--- src/rtl/ppf_pkg.sv ---
package ppf_pkg;

  localparam int unsigned ADDR_W = 11;
  localparam int unsigned BYTE_W = 8;

  localparam logic [ADDR_W-1:0] OFS_CMD  = 11'h000;
  localparam logic [ADDR_W-1:0] OFS_DATA = 11'h400;
  localparam logic [ADDR_W-1:0] OFS_STAT = 11'h401;
  localparam logic [ADDR_W-1:0] OFS_CTRL = 11'h402;

  // control byte: [7:3] threshold, [2] service, [1] dma enable, [0] reverse
  typedef struct packed {
    logic [4:0] thr;
    logic       svc;
    logic       dma_en;
    logic       rev;
  } ctrl_t;

  localparam ctrl_t CTRL_RST = '{thr: 5'd0, svc: 1'b1, dma_en: 1'b0, rev: 1'b0};

  typedef enum logic [1:0] {
    RS_NONE,
    RS_DATA,
    RS_HOLD
  } rsel_e;

endpackage

--- src/rtl/ppf_store.sv ---
module ppf_store #(
  parameter int unsigned DEPTH = 16,
  parameter int unsigned W     = 9
) (
  input  logic                         clk,
  input  logic                         rst,
  input  logic                         flush,
  input  logic                         push,
  input  logic [W-1:0]                 push_word,
  input  logic                         pop,
  output logic [W-1:0]                 pop_word,
  output logic [$clog2(DEPTH+1)-1:0]   cnt,
  output logic                         full,
  output logic                         empty,
  output logic                         push_ok,
  output logic                         pop_ok
);

  localparam int unsigned AW = $clog2(DEPTH);
  localparam int unsigned CW = $clog2(DEPTH + 1);

  logic [W-1:0]  mem [DEPTH];
  logic [AW-1:0] wptr, rptr;
  logic [CW-1:0] cnt_q;
  logic [W-1:0]  rd_q;

  assign full    = (cnt_q == CW'(DEPTH));
  assign empty   = (cnt_q == '0);
  assign push_ok = push && !full && !flush;
  assign pop_ok  = pop && !empty && !flush;

  function automatic logic [AW-1:0] bump(input logic [AW-1:0] p);
    return (p == AW'(DEPTH - 1)) ? '0 : p + AW'(1);
  endfunction

  // storage array without reset so it maps onto block RAM
  always_ff @(posedge clk) begin
    if (push_ok) mem[wptr] <= push_word;
  end

  always_ff @(posedge clk) begin
    if (rst)         rd_q <= '0;
    else if (pop_ok) rd_q <= mem[rptr];
  end

  always_ff @(posedge clk) begin
    if (rst || flush) begin
      wptr  <= '0;
      rptr  <= '0;
      cnt_q <= '0;
    end else begin
      if (push_ok) wptr <= bump(wptr);
      if (pop_ok)  rptr <= bump(rptr);
      case ({push_ok, pop_ok})
        2'b10:   cnt_q <= cnt_q + CW'(1);
        2'b01:   cnt_q <= cnt_q - CW'(1);
        default: cnt_q <= cnt_q;
      endcase
    end
  end

  assign cnt      = cnt_q;
  assign pop_word = rd_q;

endmodule

--- src/rtl/ppf_req.sv ---
module ppf_req
  import ppf_pkg::*;
#(
  parameter int unsigned DEPTH = 16
) (
  input  logic                       clk,
  input  logic                       rst,
  input  logic [$clog2(DEPTH+1)-1:0] cnt,
  input  ctrl_t                      ctrl,
  output logic                       irq,
  output logic                       dma_req
);

  localparam int unsigned TMAX = DEPTH - 1;

  int unsigned eff_thr, occ;
  logic        rev_hit, fwd_hit, dma_hit, irq_d, dma_d;
  logic        irq_q, dma_q;

  always_comb begin
    occ     = 32'(cnt);
    eff_thr = (32'(ctrl.thr) > TMAX) ? TMAX : 32'(ctrl.thr);
    rev_hit = (occ >= DEPTH - eff_thr);
    fwd_hit = (occ <= eff_thr);
    dma_hit = ctrl.rev ? (occ >= 1) : (occ < DEPTH);
    irq_d   = !ctrl.dma_en && !ctrl.svc && (ctrl.rev ? rev_hit : fwd_hit);
    dma_d   = ctrl.dma_en && !ctrl.svc && dma_hit;
  end

  always_ff @(posedge clk) begin
    if (rst) begin
      irq_q <= 1'b0;
      dma_q <= 1'b0;
    end else begin
      irq_q <= irq_d;
      dma_q <= dma_d;
    end
  end

  assign irq     = irq_q;
  assign dma_req = dma_q;

endmodule

--- src/rtl/ppf_regs.sv ---
module ppf_regs
  import ppf_pkg::*;
(
  input  logic              clk,
  input  logic              rst,
  input  logic              ctrl_we,
  input  logic [BYTE_W-1:0] ctrl_wdata,
  input  logic              err_clr,
  input  logic              fault,
  input  logic              tc,
  output ctrl_t             ctrl,
  output logic              err,
  output logic              flush
);

  ctrl_t ctrl_q;
  logic  err_q;

  assign flush = ctrl_we && (ctrl_wdata[0] != ctrl_q.rev);

  always_ff @(posedge clk) begin
    if (rst) begin
      ctrl_q <= CTRL_RST;
      err_q  <= 1'b0;
    end else begin
      if (ctrl_we) ctrl_q <= ctrl_t'(ctrl_wdata);
      if (tc)      ctrl_q.svc <= 1'b1;
      if (fault)        err_q <= 1'b1;
      else if (err_clr) err_q <= 1'b0;
    end
  end

  assign ctrl = ctrl_q;
  assign err  = err_q;

endmodule

--- src/rtl/ppfifo_ctl.sv ---
module ppfifo_ctl
  import ppf_pkg::*;
#(
  parameter int unsigned DEPTH = 16
) (
  input  logic              clk,
  input  logic              rst,
  input  logic [10:0]       host_addr,
  input  logic              host_wr,
  input  logic              host_rd,
  input  logic [7:0]        host_wdata,
  output logic [7:0]        host_rdata,
  input  logic              eng_push,
  input  logic [7:0]        eng_push_data,
  input  logic              eng_pop,
  output logic [7:0]        eng_pop_data,
  output logic              eng_pop_tag,
  input  logic              tc,
  output logic              irq,
  output logic              dma_req
);

  localparam int unsigned CW = $clog2(DEPTH + 1);
  localparam int unsigned WW = BYTE_W + 1;

  ctrl_t          ctrl;
  logic           err, err_clr, flush, fault;
  logic           svc_bit, dma_bit;
  logic           wr_cmd, wr_data, rd_data, ctrl_we;
  logic           push, pop, push_ok, pop_ok, full, empty;
  logic [WW-1:0]  push_word, pop_word;
  logic [CW-1:0]  cnt;
  logic [7:0]     stat_byte;
  rsel_e          rsel_q;
  logic [7:0]     hold_q;

  // host decode
  assign wr_cmd  = host_wr && (host_addr == OFS_CMD);
  assign wr_data = host_wr && (host_addr == OFS_DATA);
  assign rd_data = host_rd && (host_addr == OFS_DATA);
  assign ctrl_we = host_wr && (host_addr == OFS_CTRL);
  assign err_clr = host_wr && (host_addr == OFS_STAT) && host_wdata[7];

  // side selection by direction
  assign push      = ctrl.rev ? eng_push : (wr_cmd || wr_data);
  assign push_word = ctrl.rev ? {1'b0, eng_push_data} : {wr_cmd, host_wdata};
  assign pop       = ctrl.rev ? rd_data : eng_pop;
  assign fault     = !flush && ((push && full) || (pop && empty));

  assign svc_bit   = ctrl.svc;
  assign dma_bit   = ctrl.dma_en;
  assign stat_byte = {err, full, empty, 5'(cnt)};

  ppf_regs u_regs (
    .clk        (clk),
    .rst        (rst),
    .ctrl_we    (ctrl_we),
    .ctrl_wdata (host_wdata),
    .err_clr    (err_clr),
    .fault      (fault),
    .tc         (tc),
    .ctrl       (ctrl),
    .err        (err),
    .flush      (flush)
  );

  ppf_store #(.DEPTH(DEPTH), .W(WW)) u_store (
    .clk       (clk),
    .rst       (rst),
    .flush     (flush),
    .push      (push),
    .push_word (push_word),
    .pop       (pop),
    .pop_word  (pop_word),
    .cnt       (cnt),
    .full      (full),
    .empty     (empty),
    .push_ok   (push_ok),
    .pop_ok    (pop_ok)
  );

  ppf_req #(.DEPTH(DEPTH)) u_req (
    .clk     (clk),
    .rst     (rst),
    .cnt     (cnt),
    .ctrl    (ctrl),
    .irq     (irq),
    .dma_req (dma_req)
  );

  // registered host read path
  always_ff @(posedge clk) begin
    if (rst) begin
      rsel_q <= RS_NONE;
      hold_q <= '0;
    end else if (host_rd) begin
      rsel_q <= RS_HOLD;
      hold_q <= '0;
      case (host_addr)
        OFS_DATA: if (pop_ok && ctrl.rev) rsel_q <= RS_DATA;
        OFS_STAT: hold_q <= stat_byte;
        OFS_CTRL: hold_q <= ctrl;
        default:  hold_q <= '0;
      endcase
    end
  end

  assign host_rdata   = (rsel_q == RS_DATA) ? pop_word[BYTE_W-1:0] : hold_q;
  assign eng_pop_data = pop_word[BYTE_W-1:0];
  assign eng_pop_tag  = pop_word[BYTE_W];

  logic unused_ok;
  assign unused_ok = push_ok;

endmodule

--- config.mk ---
export PLATFORM = sky130hd
export DESIGN_NAME = ppfifo_ctl
export DESIGN_NICKNAME = d
export VERILOG_FILES = /design/src/rtl/ppf_pkg.sv /design/src/rtl/ppf_store.sv /design/src/rtl/ppf_req.sv /design/src/rtl/ppf_regs.sv /design/src/rtl/ppfifo_ctl.sv
export SDC_FILE = /design/constraint.sdc
export NUM_CORES = 1
export LEC_CHECK = 0
export ABC_AREA = 1
export BUFFER_PORTS_ARGS = -buffer_cell sky130_fd_sc_hd__buf_2
export CAP_MARGIN = 25
export CORE_UTILIZATION = 55
export CTS_CLUSTER_DIAMETER = 40
export CTS_CLUSTER_SIZE = 28
export DETAILED_ROUTE_END_ITERATION = 10
export PLACE_DENSITY = 0.72
export RECOVER_POWER = 25
export SYNTH_ARGS = -nofsm -noshare
export SYNTH_HDL_FRONTEND = slang
export SYNTH_HIERARCHICAL = 1
export SYNTH_SLANG_ARGS = --single-unit
--- constraint.sdc ---
create_clock -name clk -period 4.73 [get_ports clk]
set_input_delay 0.946 -clock clk [delete_from_list [all_inputs] [get_ports clk]]
set_output_delay 0.946 -clock clk [all_outputs]
set_load 0.005 [all_outputs]
==> flow_summary.json <==
{
  "wl_met2_um": 9903,
  "finalHoldViolCount": 0,
  "seq_area_frac_synth_pct": 57.83,
  "hold_buffers": 0,
  "finClkSkew_ns": 0.008491,
  "synth_common_cells": "nand2_1 (299), inv_1 (147), edfxtp_1 (144)",
  "syn-cell-area_um2": 8966,
  "synth_edf_count": 144,
  "fmax_ghz": 0.2540,
  "p_leak_nw": 4.343,
  "routed_wl_um": 21100,
  "via_per_inst": 5.157,
  "ys_async_sr_fraction_pct": 0,
  "post_cts_buffers": 0,
  "synth_top_area_cell": "edfxtp_1",
  "synthDistinctLibCells": 35,
  "start_kind": "input pin",
  "vias": 6580,
  "worstSkewPairLatency_ns": 0.43,
  "cts_resized": 0,
  "power.density_nw_per_um2": 420.3,
  "antenna_cells": 0,
  "ys_seq_elements": 187,
  "finish.utilization_pct": 61.68,
  "worstMarginPinSlew_ns": 1.015,
  "chipWidth_um": 129.7,
  "grt-ovfl-total": 0,
  "cts_buffers": 17,
  "design_area_um2": 9798,
  "min_path_type": "register to register",
  "nets": 1102,
  "rows": 46,
  "synth_top_cell_area_share_pct": 48.23,
  "seqCellArea_um2": 5186,
  "required_ns": 5.09,
  "reg2reg_from": "u_regs/ctrl[0]",
  "slew_viol_final": 0,
  "crit_path_end_kind": "register",
  "ios": 53,
  "drtAntennaViolNets": 0,
  "drive_gt1_share_pct": 9.717,
  "clock_path_buffers": 2,
  "grt_max_degree": 76,
  "cp_max_fo": 23,
  "stdcell_count": 1276,
  "synthMostInstantiatedCell": "nand2_1",
  "hold_depth": 2,
  "h-tree-depth": 4,
  "grt_pass1_wl_um": 32370,
  "worst-r2r-setup-slack_ns": 1.53,
  "drtPass1Iterations": 5,
  "syn_inst": 1005,
  "place.gp.congestion": 0.8836,
  "syn_nets": 1059,
  "hold-path-endpoint": "u_regs/err",
  "multi_input_area_um2": 2897,
  "min_from": "u_regs/err",
  "synth_area_per_cell_um2": 8.921,
  "critPathKind": "input pin to register",
  "setup_viol": 0,
  "yosysWarnings": 6,
  "r2r_cells": 15,
  "drt_iter0_markers": 693,
  "synth_ff_type": "edfxtp_1",
  "period_share_pct": 83.23,
  "maxCapViolCount": 0,
  "critPathArrivalTime_ns": 4.30,
  "root_buffer": "clkbuf_16",
  "path_clk_slew_ns": 0.06,
  "wl_per_cell_um": 16.54,
  "cts_num_sinks": 187,
  "io_buffers": 52,
  "grt.total_usage_pct": 26.52,
  "core_um2": 15890,
  "met3_length_um": 1478,
  "cts_tree": "built",
  "placed_cell_area_um2": 9308,
  "die_area_um2": 16820,
  "syn_to_final_growth_pct": 9.280,
  "drc": 0,
  "tns_ns": 0,
  "rsz0062_at_grt": "false",
  "antenna_found_initial": 0,
  "worstReg2RegEnd": "u_store/cnt[4]",
  "die_y_um": 129.7,
  "placed_cells": 1245,
  "status": "completed",
  "wl_met1_um": 9055,
  "period_minus_slack_ns": 3.937,
  "grt_pass1_vias": 6122,
  "initial_utilization_pct": 56.44,
  "fill_cells": 1381,
  "vdd_drop_max_uv": 288.5,
  "relSlewSlack_pct": 32.25,
  "top_layer": "met4",
  "netlist_top_cells_area": "edfxtp_1 (48%), nand2_1 (13%), dfxtp_1 (9.6%)",
  "dpl.hpwl_um": 13390
}
worst max path at each step:
stage | end | startpoint | depth (start not counted)
floorplan | u_store/cnt[3] | host_addr[9] | 23
global placement | u_store/cnt[3] | host_addr[9] | 22
detailed placement | u_store/cnt[4] | host_addr[9] | 20
CTS | u_store/cnt[4] | host_addr[9] | 20
global route | u_store/cnt[3] | host_addr[9] | 22
finish | u_store/cnt[4] | host_addr[9] | 20
cells in the final DEF (no fill, tap or decap), types with 6 or more instances in the layout:
cell type / synthesis / routed
nand2_1: 299 / 300
nand2_2: 11 / 10
edfxtp_1: 144 / 144
nor2_1: 99 / 100
xor2_1: 7 / 7
buf_4: 12 / 8
clkbuf_1: 4 / 12
ha_1: 19 / 19
buf_2: 15 / 41
clkbuf_16: 0 / 17
nand3_1: 109 / 115
a21oi_1: 36 / 36
dfxtp_1: 43 / 42
o21ai_0: 12 / 12
o21ai_1: 6 / 6
inv_1: 147 / 147
report_power, final:
part	switching, W	total, W	internal, W
Combinational	0.000576	0.000854	0.000278
Sequential	0.0000874	0.00190	0.00181
Clock	0.000629	0.00136	0.000735
registers in the layout (all words and copies together), names as in the netlist:
register and cells:
hold_q 8, rsel_q 2, u_regs/ctrl 8, u_regs/err 1, u_req/dma_req 1, u_req/irq 1, u_store/cnt 5, u_store/mem 144
u_store/pop_word 9, u_store/rptr 4, u_store/wptr 4
logic make-up after synthesis:
logic type	count (synthesis)	share of synthesized area, %
simple gates	542	25.84
fa+ha+maj	20	2.875
buf+inv	190	9.322
xor+xnor	10	0.9769
compound gates	55	3.112
other cells	1	0.04182
flops	187	57.83
critical path: stages:
cell	delay [ns]
buf_2	0.10
nor2_1	0.13
nand2_1	0.13
nor2_4	0.15
and2_0	0.58
inv_1	0.09
nor2_1	0.11
buf_4	0.17
nand2_1	0.07
nor2_1	0.20
inv_1	0.08
nand3_2	0.13
inv_2	0.18
ha_1	0.33
fa_1	0.42
nand3_1	0.10
nand2_1	0.06
xnor2_1	0.14
nand2_1	0.07
a21oi_1	0.11
per-stage QoR:
| step | worst slack, ns | power, W | hold slack, ns |
|---|---|---|---|
| 2_1_floorplan | 1.125 | 0.002546 | 0.4328 |
| 3_3_place_gp | 0.8283 | 0.002769 | 0.4527 |
| 3_5_place_dp | 0.7885 | 0.002787 | 0.4586 |
| 4_1_cts | 1.220 | 0.004132 | 0.4693 |
| 5_1_grt | 0.5073 | 0.004313 | 0.5045 |
| 6_report | 0.7932 | 0.004118 | 0.4701 |
metal layers:
layer | global-route usage [%] | vias up
met5 | 0 | -
met4 | 12.59 | 0
met3 | 5.822 | 53
met2 | 41.65 | 222
met1 | 35.14 | 3024
li1 | - | 3281
cell type report:
type | instances | share of cell area (%)
timing repair buffer | 60 | 3.129
clock inverter | 13 | 1.328
inverter | 154 | 5.912
multi-input combinational | 628 | 29.56
clock buffer | 18 | 4.380
tap | 216 | 2.758
sequential | 187 | 52.93
Power figures use the tool's default switching activity.
